### config.mk
export PLATFORM = sky130hd
export DESIGN_NAME = rtr_pkt_classifier
export DESIGN_NICKNAME = d
export VERILOG_FILES = /design/src/rtl/rpc_pkg.sv /design/src/rtl/rpc_cfg_regs.sv /design/src/rtl/rpc_rules.sv /design/src/rtl/rpc_stats.sv /design/src/rtl/rtr_pkt_classifier.sv
export SDC_FILE = /design/constraint.sdc
export NUM_CORES = 2
export LEC_CHECK = 0
export ABC_CLOCK_PERIOD_IN_PS = 5950
export BUFFER_PORTS_ARGS = -buffer_cell sky130_fd_sc_hd__buf_2
export CORE_MARGIN = 10
export CORE_UTILIZATION = 60
export DETAILED_ROUTE_END_ITERATION = 8
export PLACE_DENSITY = 0.78
export SLEW_MARGIN = 20
export SYNTH_ARGS = -nofsm -noshare
export SYNTH_HDL_FRONTEND = slang
export SYNTH_SLANG_ARGS = --single-unit
### constraint.sdc
create_clock -name clk -period 5.95 [get_ports clk]
set_input_delay 0.595 -clock clk [delete_from_list [all_inputs] [get_ports clk]]
set_output_delay 0.595 -clock clk [all_outputs]
set_load 0.02 [all_outputs]
### src/rtl/rpc_pkg.sv
package rpc_pkg;
   localparam int REG_W  = 32;
   localparam int REG_AW = 5;
   localparam int MAC_W  = 48;
   localparam int IP_W   = 32;
   localparam int N_CNT  = 8;
   localparam int CSEL_W = $clog2(N_CNT);

   typedef enum logic [1:0] {
      ACT_FWD  = 2'd0,
      ACT_CPU  = 2'd1,
      ACT_DROP = 2'd2
   } act_e;

   // reason codes; counter index is reason-1, forward counts in CNT_FWD
   typedef enum logic [2:0] {
      RSN_NONE      = 3'd0,
      RSN_WRONG_DST = 3'd1,
      RSN_NON_IP    = 3'd2,
      RSN_BAD_CSUM  = 3'd3,
      RSN_BAD_HDR   = 3'd4,
      RSN_LOW_TTL   = 3'd5,
      RSN_FILTER    = 3'd6
   } rsn_e;

   localparam int CNT_FWD    = 6;
   localparam int CNT_CPU_TX = 7;

   localparam logic [REG_AW-1:0] A_FLT_DATA   = 5'h08;
   localparam logic [REG_AW-1:0] A_FLT_RD_IDX = 5'h09;
   localparam logic [REG_AW-1:0] A_FLT_WR_IDX = 5'h0A;

   typedef struct packed {
      logic [MAC_W-1:0] dst_mac;
      logic             is_ipv4;
      logic [3:0]       ver;
      logic [3:0]       ihl;
      logic [7:0]       ttl;
      logic             csum_ok;
      logic [IP_W-1:0]  dst_ip;
   } hdr_t;
endpackage

### src/rtl/rpc_cfg_regs.sv
module rpc_cfg_regs
   import rpc_pkg::*;
#(
   parameter int N_PORTS   = 4,
   parameter int FLT_DEPTH = 8,
   localparam int IDX_W    = $clog2(FLT_DEPTH)
) (
   input  logic                         clk,
   input  logic                         rst_n,
   input  logic                         wr_en,
   input  logic [REG_AW-1:0]            addr,
   input  logic [REG_W-1:0]             wdata,
   output logic [REG_W-1:0]             rdata,
   output logic [N_PORTS*MAC_W-1:0]     mac_flat,
   output logic [FLT_DEPTH*IP_W-1:0]    flt_flat
);
   if (2 * N_PORTS > int'(A_FLT_DATA)) begin : g_bad_ports
      $error("rpc_cfg_regs: port MAC registers overlap the filter registers");
   end
   if ((1 << IDX_W) != FLT_DEPTH || FLT_DEPTH < 2) begin : g_bad_depth
      $error("rpc_cfg_regs: FLT_DEPTH must be a power of two of at least 2");
   end

   for (genvar p = 0; p < N_PORTS; p++) begin : g_port
      logic [15:0]     hi_q;
      logic [REG_W-1:0] lo_q;
      always_ff @(posedge clk or negedge rst_n) begin
         if (!rst_n) begin
            hi_q <= '0;
            lo_q <= '0;
         end else if (wr_en) begin
            if (addr == REG_AW'(2 * p))     hi_q <= wdata[15:0];
            if (addr == REG_AW'(2 * p + 1)) lo_q <= wdata;
         end
      end
      assign mac_flat[p*MAC_W +: MAC_W] = {hi_q, lo_q};
   end

   logic [IP_W-1:0]  flt_mem [FLT_DEPTH];
   logic [IP_W-1:0]  stage_q;
   logic [IDX_W-1:0] widx;
   assign widx = wdata[IDX_W-1:0];

   always_ff @(posedge clk or negedge rst_n) begin
      if (!rst_n) begin
         stage_q <= '0;
         for (int i = 0; i < FLT_DEPTH; i++) flt_mem[i] <= '0;
      end else if (wr_en) begin
         if (addr == A_FLT_DATA)        stage_q <= wdata;
         else if (addr == A_FLT_RD_IDX) stage_q <= flt_mem[widx];
         if (addr == A_FLT_WR_IDX)      flt_mem[widx] <= stage_q;
      end
   end

   for (genvar i = 0; i < FLT_DEPTH; i++) begin : g_flt_out
      assign flt_flat[i*IP_W +: IP_W] = flt_mem[i];
   end

   always_comb begin
      rdata = '0;
      for (int p = 0; p < N_PORTS; p++) begin
         if (addr == REG_AW'(2 * p))     rdata = {16'h0000, mac_flat[p*MAC_W+32 +: 16]};
         if (addr == REG_AW'(2 * p + 1)) rdata = mac_flat[p*MAC_W +: 32];
      end
      if (addr == A_FLT_DATA) rdata = stage_q;
   end
endmodule

### src/rtl/rpc_rules.sv
module rpc_rules
   import rpc_pkg::*;
#(
   parameter int N_PORTS   = 4,
   parameter int FLT_DEPTH = 8,
   localparam int PORT_W   = $clog2(N_PORTS)
) (
   input  logic [PORT_W-1:0]          port,
   input  hdr_t                       hdr,
   input  logic [N_PORTS*MAC_W-1:0]   mac_flat,
   input  logic [FLT_DEPTH*IP_W-1:0]  flt_flat,
   output act_e                       act,
   output rsn_e                       rsn
);
   logic [FLT_DEPTH-1:0] flt_hit;
   logic [MAC_W-1:0]     own_mac;
   logic                 mac_ok;
   logic                 hdr_bad;
   logic                 ttl_low;

   for (genvar i = 0; i < FLT_DEPTH; i++) begin : g_match
      logic [IP_W-1:0] ent;
      assign ent        = flt_flat[i*IP_W +: IP_W];
      assign flt_hit[i] = (ent != '0) && (ent == hdr.dst_ip);
   end

   assign own_mac = mac_flat[port*MAC_W +: MAC_W];
   assign mac_ok  = (hdr.dst_mac == {MAC_W{1'b1}}) || (hdr.dst_mac == own_mac);
   assign hdr_bad = (hdr.ver != 4'd4) || (hdr.ihl != 4'd5);
   assign ttl_low = (hdr.ttl <= 8'd1);

   always_comb begin
      act = ACT_FWD;
      rsn = RSN_NONE;
      if (!mac_ok) begin
         act = ACT_DROP; rsn = RSN_WRONG_DST;
      end else if (!hdr.is_ipv4) begin
         act = ACT_CPU;  rsn = RSN_NON_IP;
      end else if (!hdr.csum_ok) begin
         act = ACT_DROP; rsn = RSN_BAD_CSUM;
      end else if (hdr_bad) begin
         act = ACT_CPU;  rsn = RSN_BAD_HDR;
      end else if (ttl_low) begin
         act = ACT_CPU;  rsn = RSN_LOW_TTL;
      end else if (|flt_hit) begin
         act = ACT_CPU;  rsn = RSN_FILTER;
      end
   end
endmodule

### src/rtl/rpc_stats.sv
module rpc_stats
   import rpc_pkg::*;
#(
   parameter int CNT_W = 32
) (
   input  logic              clk,
   input  logic              rst_n,
   input  logic [N_CNT-1:0]  inc,
   input  logic [CSEL_W-1:0] sel,
   output logic [REG_W-1:0]  rd_val
);
   if (CNT_W < 1 || CNT_W > REG_W) begin : g_bad_w
      $error("rpc_stats: CNT_W must lie between 1 and the register width");
   end

   logic [N_CNT*REG_W-1:0] view;

   for (genvar i = 0; i < N_CNT; i++) begin : g_cnt
      logic [CNT_W-1:0] q;
      always_ff @(posedge clk or negedge rst_n) begin
         if (!rst_n)      q <= '0;
         else if (inc[i]) q <= q + CNT_W'(1);
      end
      if (CNT_W == REG_W) begin : g_full
         assign view[i*REG_W +: REG_W] = q;
      end else begin : g_ext
         assign view[i*REG_W +: REG_W] = {{(REG_W-CNT_W){1'b0}}, q};
      end
   end

   assign rd_val = view[sel*REG_W +: REG_W];
endmodule

### src/rtl/rtr_pkt_classifier.sv
module rtr_pkt_classifier
   import rpc_pkg::*;
#(
   parameter int N_PORTS   = 4,
   parameter int FLT_DEPTH = 8,
   parameter int CNT_W     = 32,
   localparam int PORT_W   = $clog2(N_PORTS)
) (
   input  logic              clk,
   input  logic              rst_n,
   input  logic              hdr_valid,
   input  logic [PORT_W-1:0] hdr_port,
   input  logic [47:0]       hdr_dst_mac,
   input  logic              hdr_is_ipv4,
   input  logic [3:0]        hdr_ip_ver,
   input  logic [3:0]        hdr_ihl,
   input  logic [7:0]        hdr_ttl,
   input  logic              hdr_csum_ok,
   input  logic [31:0]       hdr_dst_ip,
   input  logic              cpu_inject,
   input  logic              reg_wr_en,
   input  logic [4:0]        reg_addr,
   input  logic [31:0]       reg_wdata,
   output logic [31:0]       reg_rdata,
   output logic              dec_valid,
   output logic [1:0]        dec_action,
   output logic [2:0]        dec_reason
);
   if ((1 << PORT_W) != N_PORTS || N_PORTS < 2) begin : g_bad_ports
      $error("rtr_pkt_classifier: N_PORTS must be a power of two of at least 2");
   end

   hdr_t                        hdr_in;
   logic [N_PORTS*MAC_W-1:0]    mac_flat;
   logic [FLT_DEPTH*IP_W-1:0]   flt_flat;
   logic [REG_W-1:0]            cfg_rdata;
   logic [REG_W-1:0]            stat_rdata;
   logic [N_CNT-1:0]            cnt_inc;
   act_e                        act_c, act_q;
   rsn_e                        rsn_c, rsn_q;
   logic                        valid_q;

   always_comb begin
      hdr_in.dst_mac = hdr_dst_mac;
      hdr_in.is_ipv4 = hdr_is_ipv4;
      hdr_in.ver     = hdr_ip_ver;
      hdr_in.ihl     = hdr_ihl;
      hdr_in.ttl     = hdr_ttl;
      hdr_in.csum_ok = hdr_csum_ok;
      hdr_in.dst_ip  = hdr_dst_ip;
   end

   rpc_cfg_regs #(.N_PORTS(N_PORTS), .FLT_DEPTH(FLT_DEPTH)) u_cfg (
      .clk      (clk),
      .rst_n    (rst_n),
      .wr_en    (reg_wr_en && !reg_addr[4]),
      .addr     (reg_addr),
      .wdata    (reg_wdata),
      .rdata    (cfg_rdata),
      .mac_flat (mac_flat),
      .flt_flat (flt_flat)
   );

   rpc_rules #(.N_PORTS(N_PORTS), .FLT_DEPTH(FLT_DEPTH)) u_rules (
      .port     (hdr_port),
      .hdr      (hdr_in),
      .mac_flat (mac_flat),
      .flt_flat (flt_flat),
      .act      (act_c),
      .rsn      (rsn_c)
   );

   always_comb begin
      cnt_inc = '0;
      if (hdr_valid) begin
         if (rsn_c == RSN_NONE) cnt_inc[CNT_FWD] = 1'b1;
         else                   cnt_inc[3'(rsn_c) - 3'd1] = 1'b1;
      end
      cnt_inc[CNT_CPU_TX] = cpu_inject;
   end

   rpc_stats #(.CNT_W(CNT_W)) u_stats (
      .clk    (clk),
      .rst_n  (rst_n),
      .inc    (cnt_inc),
      .sel    (reg_addr[CSEL_W-1:0]),
      .rd_val (stat_rdata)
   );

   always_ff @(posedge clk or negedge rst_n) begin
      if (!rst_n) begin
         valid_q <= 1'b0;
         act_q   <= ACT_FWD;
         rsn_q   <= RSN_NONE;
      end else begin
         valid_q <= hdr_valid;
         if (hdr_valid) begin
            act_q <= act_c;
            rsn_q <= rsn_c;
         end
      end
   end

   assign reg_rdata  = reg_addr[4] ? stat_rdata : cfg_rdata;
   assign dec_valid  = valid_q;
   assign dec_action = act_q;
   assign dec_reason = rsn_q;
endmodule

# Word level (Yosys, flattened, before mapping)
# Index checks and enable logic that the tools add are counted.
dict set report totals {
  ff_bits 742
  inputBits 142
  out_inout_bits 38
  word_cells 139
}
dict set report classes {
  n_addsub 9
  n_mul 1
  magnitude_cmp 5
  eq_ne 22
  shift 2
  n_mux 35
  bitwise 1
  n_reduce_logical 36
}
# operator count
set op_table {}
lappend op_table {{32-bit two-way mux} 14}
lappend op_table {{32-bit by 1-bit adder with 32-bit output (second input constant)} 8}
lappend op_table {{256-bit bitwise mux} 1}
lappend op_table {{32-bit equality test} 8}
lappend op_table {{32-bit nonzero test} 8}
lappend op_table {{256-bit by 9-bit variable part select with 32-bit output} 1}
lappend op_table {{192-bit by 9-bit variable part select with 48-bit output} 1}
lappend op_table {{32-bit binary-select mux with 3-bit select} 1}
lappend op_table {{32-bit demux with 3-bit select} 1}
lappend op_table {{48-bit equality test} 1}
lappend op_table {{48-bit equality test (second input constant)} 1}
lappend op_table {{5-bit by 3-bit equality test with 1-bit output (second input constant)} 4}
lappend op_table {{2-bit AND reduction} 10}
lappend op_table {{3-bit two-way mux} 6}
lappend op_table {{16-bit two-way mux} 1}
lappend op_table {{5-bit by 4-bit equality test with 1-bit output (second input constant)} 3}
lappend op_table {{1-bit logical AND} 11}
lappend op_table {{5-bit by 2-bit equality test with 1-bit output (second input constant)} 2}
lappend op_table {{2-bit two-way mux} 5}
lappend op_table {{8-bit by 1-bit less-or-equal comparator with 1-bit output (second input constant)} 1}
lappend op_table {{4-bit by 3-bit != test with 1-bit output (second input constant)} 2}
lappend op_table {{8-bit OR reduction} 1}
lappend op_table {{7-bit two-way mux} 1}
lappend op_table {{6-bit two-way mux} 1}
lappend op_table {{15 further kinds} 18}

# Logic depth before layout (Yosys ltp)
dict set report depth {
  depth_word 16
  depth_mapped 21
  depth_no_buf 17
}

# By module
# From an unflattened synthesis, not the netlist that was laid out.
dict set report unflattened {
  hier_cells 3586
  hier_area_um2 42164.2
}
# module n_inst cells_per_inst area_each_um2 seq_area_each_um2
set modules_own_cells {}
lappend modules_own_cells {rpc_cfg_regs 1 1768 22715.5 12011.5}
lappend modules_own_cells {rpc_stats 1 1133 13362.8 6406.1}
lappend modules_own_cells {rpc_rules 1 615 5335.1 0.0}
lappend modules_own_cells {rtr_pkt_classifier 1 70 750.7 150.1}

# Worst setup path before layout
# No wires, ideal clock.
dict set report synth_path {
  kind {input-to-reg}
  startpoint {input port hdr_port[1]}
  endpoint {register u_stats.g_cnt[5].q[29]}
  setup_ps 123
  t_arrival_ps 4773
  required_time_ps 5827
  slack_ps 1054
  path_stages 21
  path_buffers 5
  path_cell_list {buf_2 buf_1 mux4_2 xnor2_1 nand4_1 nor4_2 nand4_4 nand2_1 buf_4 buf_4 ha_1 ha_1 nor4bb_1 clkbuf_1 nand2_1 nor2_1 and4_1 and2_0 and3_1 nand3_1 xnor2_1}
}
dict set report synth_between {
  elab_chain_cells 12
  word_cells_on_any_way 14
  classes_between {1 x add/sub; 1 x mul; 2 x order compare; 1 x eq/ne; 1 x shift; 5 x mux; 3 x reduce/logical}
}
# element line
set synth_lines {}
lappend synth_lines {{from (decl)} rtr_pkt_classifier.sv:12} ;# input logic [PORT_W-1:0] hdr_port,
lappend synth_lines {{2-bit by 2-bit multiplier with 4-bit output *} rpc_rules.sv:27} ;# assign own_mac = mac_flat[port*MAC_W +: MAC_W];
lappend synth_lines {{192-bit by 9-bit variable part select with 48-bit output *} rpc_rules.sv:27}
lappend synth_lines {{48-bit equality test *} rpc_rules.sv:28} ;# assign mac_ok = (hdr.dst_mac == {MAC_W{1'b1}}) || (hdr.dst_mac == own_mac);
lappend synth_lines {{1-bit logical OR *} rpc_rules.sv:28}
lappend synth_lines {{3-bit two-way mux *} rpc_rules.sv:35} ;# if (!mac_ok) begin
lappend synth_lines {{3-bit by 1-bit subtractor with 3-bit output} rtr_pkt_classifier.sv:77} ;# else cnt_inc[3'(rsn_c) - 3'd1] = 1'b1;
lappend synth_lines {{3-bit by 4-bit < comparator with 1-bit output (not written as such) or 3-bit by 1-bit >= comparator with 1-bit output (tied branches)} rtr_pkt_classifier.sv:77}
lappend synth_lines {{1-bit logical AND (not written as such)} rtr_pkt_classifier.sv:77}
lappend synth_lines {{1-bit two-way mux (not written as such)} rtr_pkt_classifier.sv:77}
lappend synth_lines {{1-bit demux with 3-bit select} rtr_pkt_classifier.sv:77}
lappend synth_lines {{6-bit two-way mux *} rtr_pkt_classifier.sv:76} ;# if (rsn_c == RSN_NONE) cnt_inc[CNT_FWD] = 1'b1;
lappend synth_lines {{7-bit two-way mux *} rtr_pkt_classifier.sv:75} ;# if (hdr_valid) begin
lappend synth_lines {{to (signal assigned)} rpc_stats.sv:22} ;# else if (inc[i]) q <= q + CNT_W'(1);
lappend synth_lines {{to (decl)} rpc_stats.sv:19} ;# logic [CNT_W-1:0] q;
# Every way passes the cells marked *; elsewhere a longest branch is shown, timed or not.
# A chain may end at the register's enable or synchronous reset.

# Worst setup path after layout
dict set report layout_path {
  startpoint {register u_cfg.flt_mem, in the netlist u_cfg.flt_flat[102]}
  endpoint {register u_stats.g_cnt[4].q[27]}
}
dict set report layout_between {
  elab_chain_cells 16
  word_cells_on_any_way 19
  classes_between {1 x add/sub; 2 x order compare; 1 x eq/ne; 10 x mux; 5 x reduce/logical}
}
# element line
set layout_lines {}
lappend layout_lines {{from (decl)} rpc_cfg_regs.sv:39} ;# logic [IP_W-1:0] flt_mem [FLT_DEPTH];
lappend layout_lines {{from (signal, indexed assignment)} rpc_cfg_regs.sv:51} ;# if (addr == A_FLT_WR_IDX) flt_mem[widx] <= stage_q;
lappend layout_lines {{32-bit equality test or 32-bit nonzero test (tied branches)} rpc_rules.sv:24} ;# assign flt_hit[i] = (ent != '0) && (ent == hdr.dst_ip);
lappend layout_lines {{1-bit logical AND *} rpc_rules.sv:24}
lappend layout_lines {{8-bit OR reduction *} rpc_rules.sv:45} ;# end else if (|flt_hit) begin
lappend layout_lines {{3-bit two-way mux *} rpc_rules.sv:45}
lappend layout_lines {{3-bit two-way mux *} rpc_rules.sv:43} ;# end else if (ttl_low) begin
lappend layout_lines {{3-bit two-way mux *} rpc_rules.sv:41} ;# end else if (hdr_bad) begin
lappend layout_lines {{3-bit two-way mux *} rpc_rules.sv:39} ;# end else if (!hdr.csum_ok) begin
lappend layout_lines {{3-bit two-way mux *} rpc_rules.sv:37} ;# end else if (!hdr.is_ipv4) begin
lappend layout_lines {{3-bit two-way mux *} rpc_rules.sv:35}
lappend layout_lines {{3-bit by 1-bit subtractor with 3-bit output} rtr_pkt_classifier.sv:77}
lappend layout_lines {{3-bit by 4-bit < comparator with 1-bit output (not written as such) or 3-bit by 1-bit >= comparator with 1-bit output (tied branches)} rtr_pkt_classifier.sv:77}
lappend layout_lines {{1-bit logical AND (not written as such)} rtr_pkt_classifier.sv:77}
lappend layout_lines {{1-bit two-way mux (not written as such)} rtr_pkt_classifier.sv:77}
lappend layout_lines {{1-bit demux with 3-bit select} rtr_pkt_classifier.sv:77}
lappend layout_lines {{6-bit two-way mux *} rtr_pkt_classifier.sv:76}
lappend layout_lines {{7-bit two-way mux *} rtr_pkt_classifier.sv:75}
lappend layout_lines {{to (signal assigned)} rpc_stats.sv:22}
lappend layout_lines {{to (decl)} rpc_stats.sv:19}
# Marked as above.

==> out/qor.yml <==
status:
  outcome: "completed"
route:
  dr.first_iter.drc_count: 4124
  postRouteAntennaNets: 0
  vias_per_cell: 7.01
  routed-via-count: 30854
  drc: 0
  wire_per_inst_um: 32.0
  drt-total-wl_mm: 141
  dr.pass1.iters: 7
power:
  seq_power_share_pct: 45.8
  cellInternalPower_uw: 9110
  swShare_pct: 26.3
  p_clk_share_pct: 41.9
  pwr-share-comb_pct: 12.4
  ir_worst_vdd_mv: 0.273
  switching_power_uw: 3250
  power_density_nw_per_um2: 272
  p_leak_uw: 0.0202
synth:
  yosysSeqAreaShare_pct: 45.1
  netlist_area_sq_um: 41100
  yosysWarnings: 0
  yosys-top-cells-count: "742 x dfrtp_1, 468 x mux2_2, 413 x xnor2_1"
  async_flop_share_pct: 100
  syn_inst: 3399
  synth.area.top_cells: "dfrtp_1 45%, mux2_2 13%, mux4_2 11%, xnor2_1 8.8%, xor2_1 3.0%"
  syn_nets: 3551
  synth_edf_count: 0
  syn_avg_cell_area_sq_um: 12.1
  yosysMostFrequentCell: "dfrtp_1"
  synth_seq_cells: 742
  synth.distinct_cells: 59
  post-synth-top-area-cell: "dfrtp_1"
  netlist.area_leader.share_pct: 45.1
  synthFlopType: "dfrtp_1"
grt:
  grtUsageMet2_pct: 53.2
  grt_pass1_wl_mm: 208
  overflow: 0
  grt_usage_pct: 35.4
  antenna_found_initial: 14
  busiest_layer: "met2"
  grt_use_met1_pct: 46.9
  grt_max_degree: 180
  grt_pass1_vias: 30739
  met3_usage_pct: 11.3
setup_path:
  start_kind: "flip-flop"
  cp_max_fo: 14
  worstSetupPathType: "reg -> reg"
  slowest_delay_ns: 0.87
  slowest_stage: "nor4_1"
  worstPathCellList: "nor4_1 -> nand4_1 -> o211ai_1 -> o2111a_1 -> a21oi_1 -> o21ai_0 -> ha_1 -> ha_1 -> nor4bb_4 -> buf_4 -> nand4_1 -> nand3b_1 -> nor3_1 -> xor2_1"
  cp.arrival_ns: 5.95
  cp.required_ns: 6.51
  critPathCaptureType: "flip-flop"
cts:
  clockBufferDepth: 3
  cts_buffers: 80
  cts.sinks: 742
  cts_tree: "built"
  clk_latency_ns: 0.65
  cts_root_buf: "clkbuf_16"
  cts-resized-gates: 0
  ctsHtreeMaxLevel: 3
  clk_pin_slew_worst_paths_ns: 0.06
sta:
  period_share_pct: 90.6
  tightestPinTransition_ns: 1.34
  setup_violations: 0
  rsz0062_at_grt: "false"
  whs_ns: 0.214
  finClkSkew_ns: 0.0201
  tns_ns: 0
  fmax_ghz: 0.186
  fin_crit_ns: 5.39
  slew_headroom_pct: 9.89
  layout_setup_ws_ns: 0.562
  finalHoldViolCount: 0
  slew_viol_final: 0
layout:
  syn2layout_area_growth_pct: 10.4
  fin_nets: 3613
  multiInputGateArea_sq_um: 21500
  fillerInstances: 4885
  drive_gt1_share_pct: 29.5
  ff_latch_area_sq_um: 18600
  finish.utilization_pct: 67.2
floorplanning:
  num_rows: 95
  start_util_pct: 60.9
  die_h_um: 282
  dieWidth_um: 282
  die_area_sq_um: 79400
  core_region_area_sq_um: 67500
  ios: 180
run:
  cap_violations: 0
placement:
  pre_cts_ws_ns: 0.429
  io_buffer_count: 178
  routabilityCongestion: 1.10
  dp_hpwl_mm: 102
min_path:
  hold_class: "in -> reg"
[metrics by stage]
| step | power (uW) | std cells | cell area [sq um] |
|---|---|---|---|
| final | 12400 | 4400 | 45400 |
| after detailed placement | 7230 | 4251 | 42600 |
| after CTS | 12400 | 4396 | 45400 |
| after global routing | 12700 | 4399 | 45400 |
| after global placement | 7140 | 4251 | 42600 |
| after floorplan | 6600 | 3399 | 41100 |
[placed cells by master, fill, tap and decap left out, types with 83 or more instances in the layout]
cell type | netlist | final
xnor2_1 | 413 | 413
nor2_1 | 119 | 117
xor2_1 | 139 | 139
nand4_1 | 176 | 176
nand3_1 | 103 | 102
clkbuf_16 | 0 | 83
nand2_1 | 138 | 137
buf_2 | 16 | 172
mux2_2 | 468 | 468
dfrtp_1 | 742 | 742
nor4_1 | 137 | 137
mux4_2 | 196 | 196
[layout make-up]
cell class / count / share of cell area, %
sequential: 742 / 40.9
tap: 873 / 2.41
antenna: 4 / 0.0220
multi-input combinational: 2377 / 47.3
timing repair buffer: 230 / 3.08
inverter: 30 / 0.248
clock inverter: 22 / 0.661
clock buffer: 122 / 5.36
[worst paths after layout]
check	from	slack, ns	depth (start not counted)	endpoint
worst max-delay path	u_cfg.flt_flat[102]$_DFFE_PN0P_	0.56	14	u_stats.g_cnt[4].q[27]$_DFFE_PN0P_
worst min-delay path	cpu_inject	0.21	2	u_stats.g_cnt[7].q[0]$_DFFE_PN0P_
worst min register to register	u_stats.g_cnt[6].q[31]$_DFFE_PN0P_	0.46	1	u_stats.g_cnt[6].q[31]$_DFFE_PN0P_
max in group asynchronous	rst_n	3.91	3	u_stats.g_cnt[0].q[29]$_DFFE_PN0P_
min in group asynchronous	rst_n	0.55	2	u_stats.g_cnt[4].q[30]$_DFFE_PN0P_
worst max register to register	u_cfg.flt_flat[102]$_DFFE_PN0P_	0.56	14	u_stats.g_cnt[4].q[27]$_DFFE_PN0P_
[critical path, delay by kind of cell (launching register included)]
family          cells  cell delay, ns
flops               1            0.42
fa+ha+maj           2            0.49
compound gates      4            1.14
xor+xnor            1            0.19
simple gates        6            2.84
buf+inv             1            0.22
[sequential cells by signal, indices dropped and copies added (netlist names)]
register and flops:
u_cfg.stage_q 32, dec_valid 1, dec_reason 3, u_stats.g_cnt.q 256, u_cfg.g_port.hi_q 64, u_cfg.g_port.lo_q 128
u_cfg.flt_flat 256, dec_action 2
[metal layers]
layer / wire, um / share of wire, %
met5: 73 / 0.052
met4: 6960 / 4.9
met3: 16700 / 12
met2: 63300 / 45
met1: 53800 / 38
[logic make-up after synthesis]
| kind of cell | Yosys count | synth area share (%) |
|---|---|---|
| adder cells (fa/ha/maj) | 10 | 0.304 |
| XOR/XNOR | 552 | 11.8 |
| buffers and inverters | 280 | 2.77 |
| AO/OA/AOI/OAI | 202 | 3.08 |
| multiplexers | 736 | 25.3 |
| AND/OR/NAND/NOR | 877 | 11.6 |
| flip-flops | 742 | 45.1 |
[power by group through the flow]
stage                     registers, uW  clock network, uW  logic (uW)
after global routing               5690               5410        1610
after global placement             5690                  0        1460
after CTS                          5640               5210        1510
final                              5660               5170        1530
after floorplan                    5610                  0         987
after detailed placement           5730                  0        1500
[what timing repair did]
action / CTS / global route
setup buffers: 0 / 0
hold buffers: 1 / 0
endpoints found under the setup margin: 0 / 0
endpoints found under the hold margin: 17 / 0
Power figures use the tool's default switching activity.
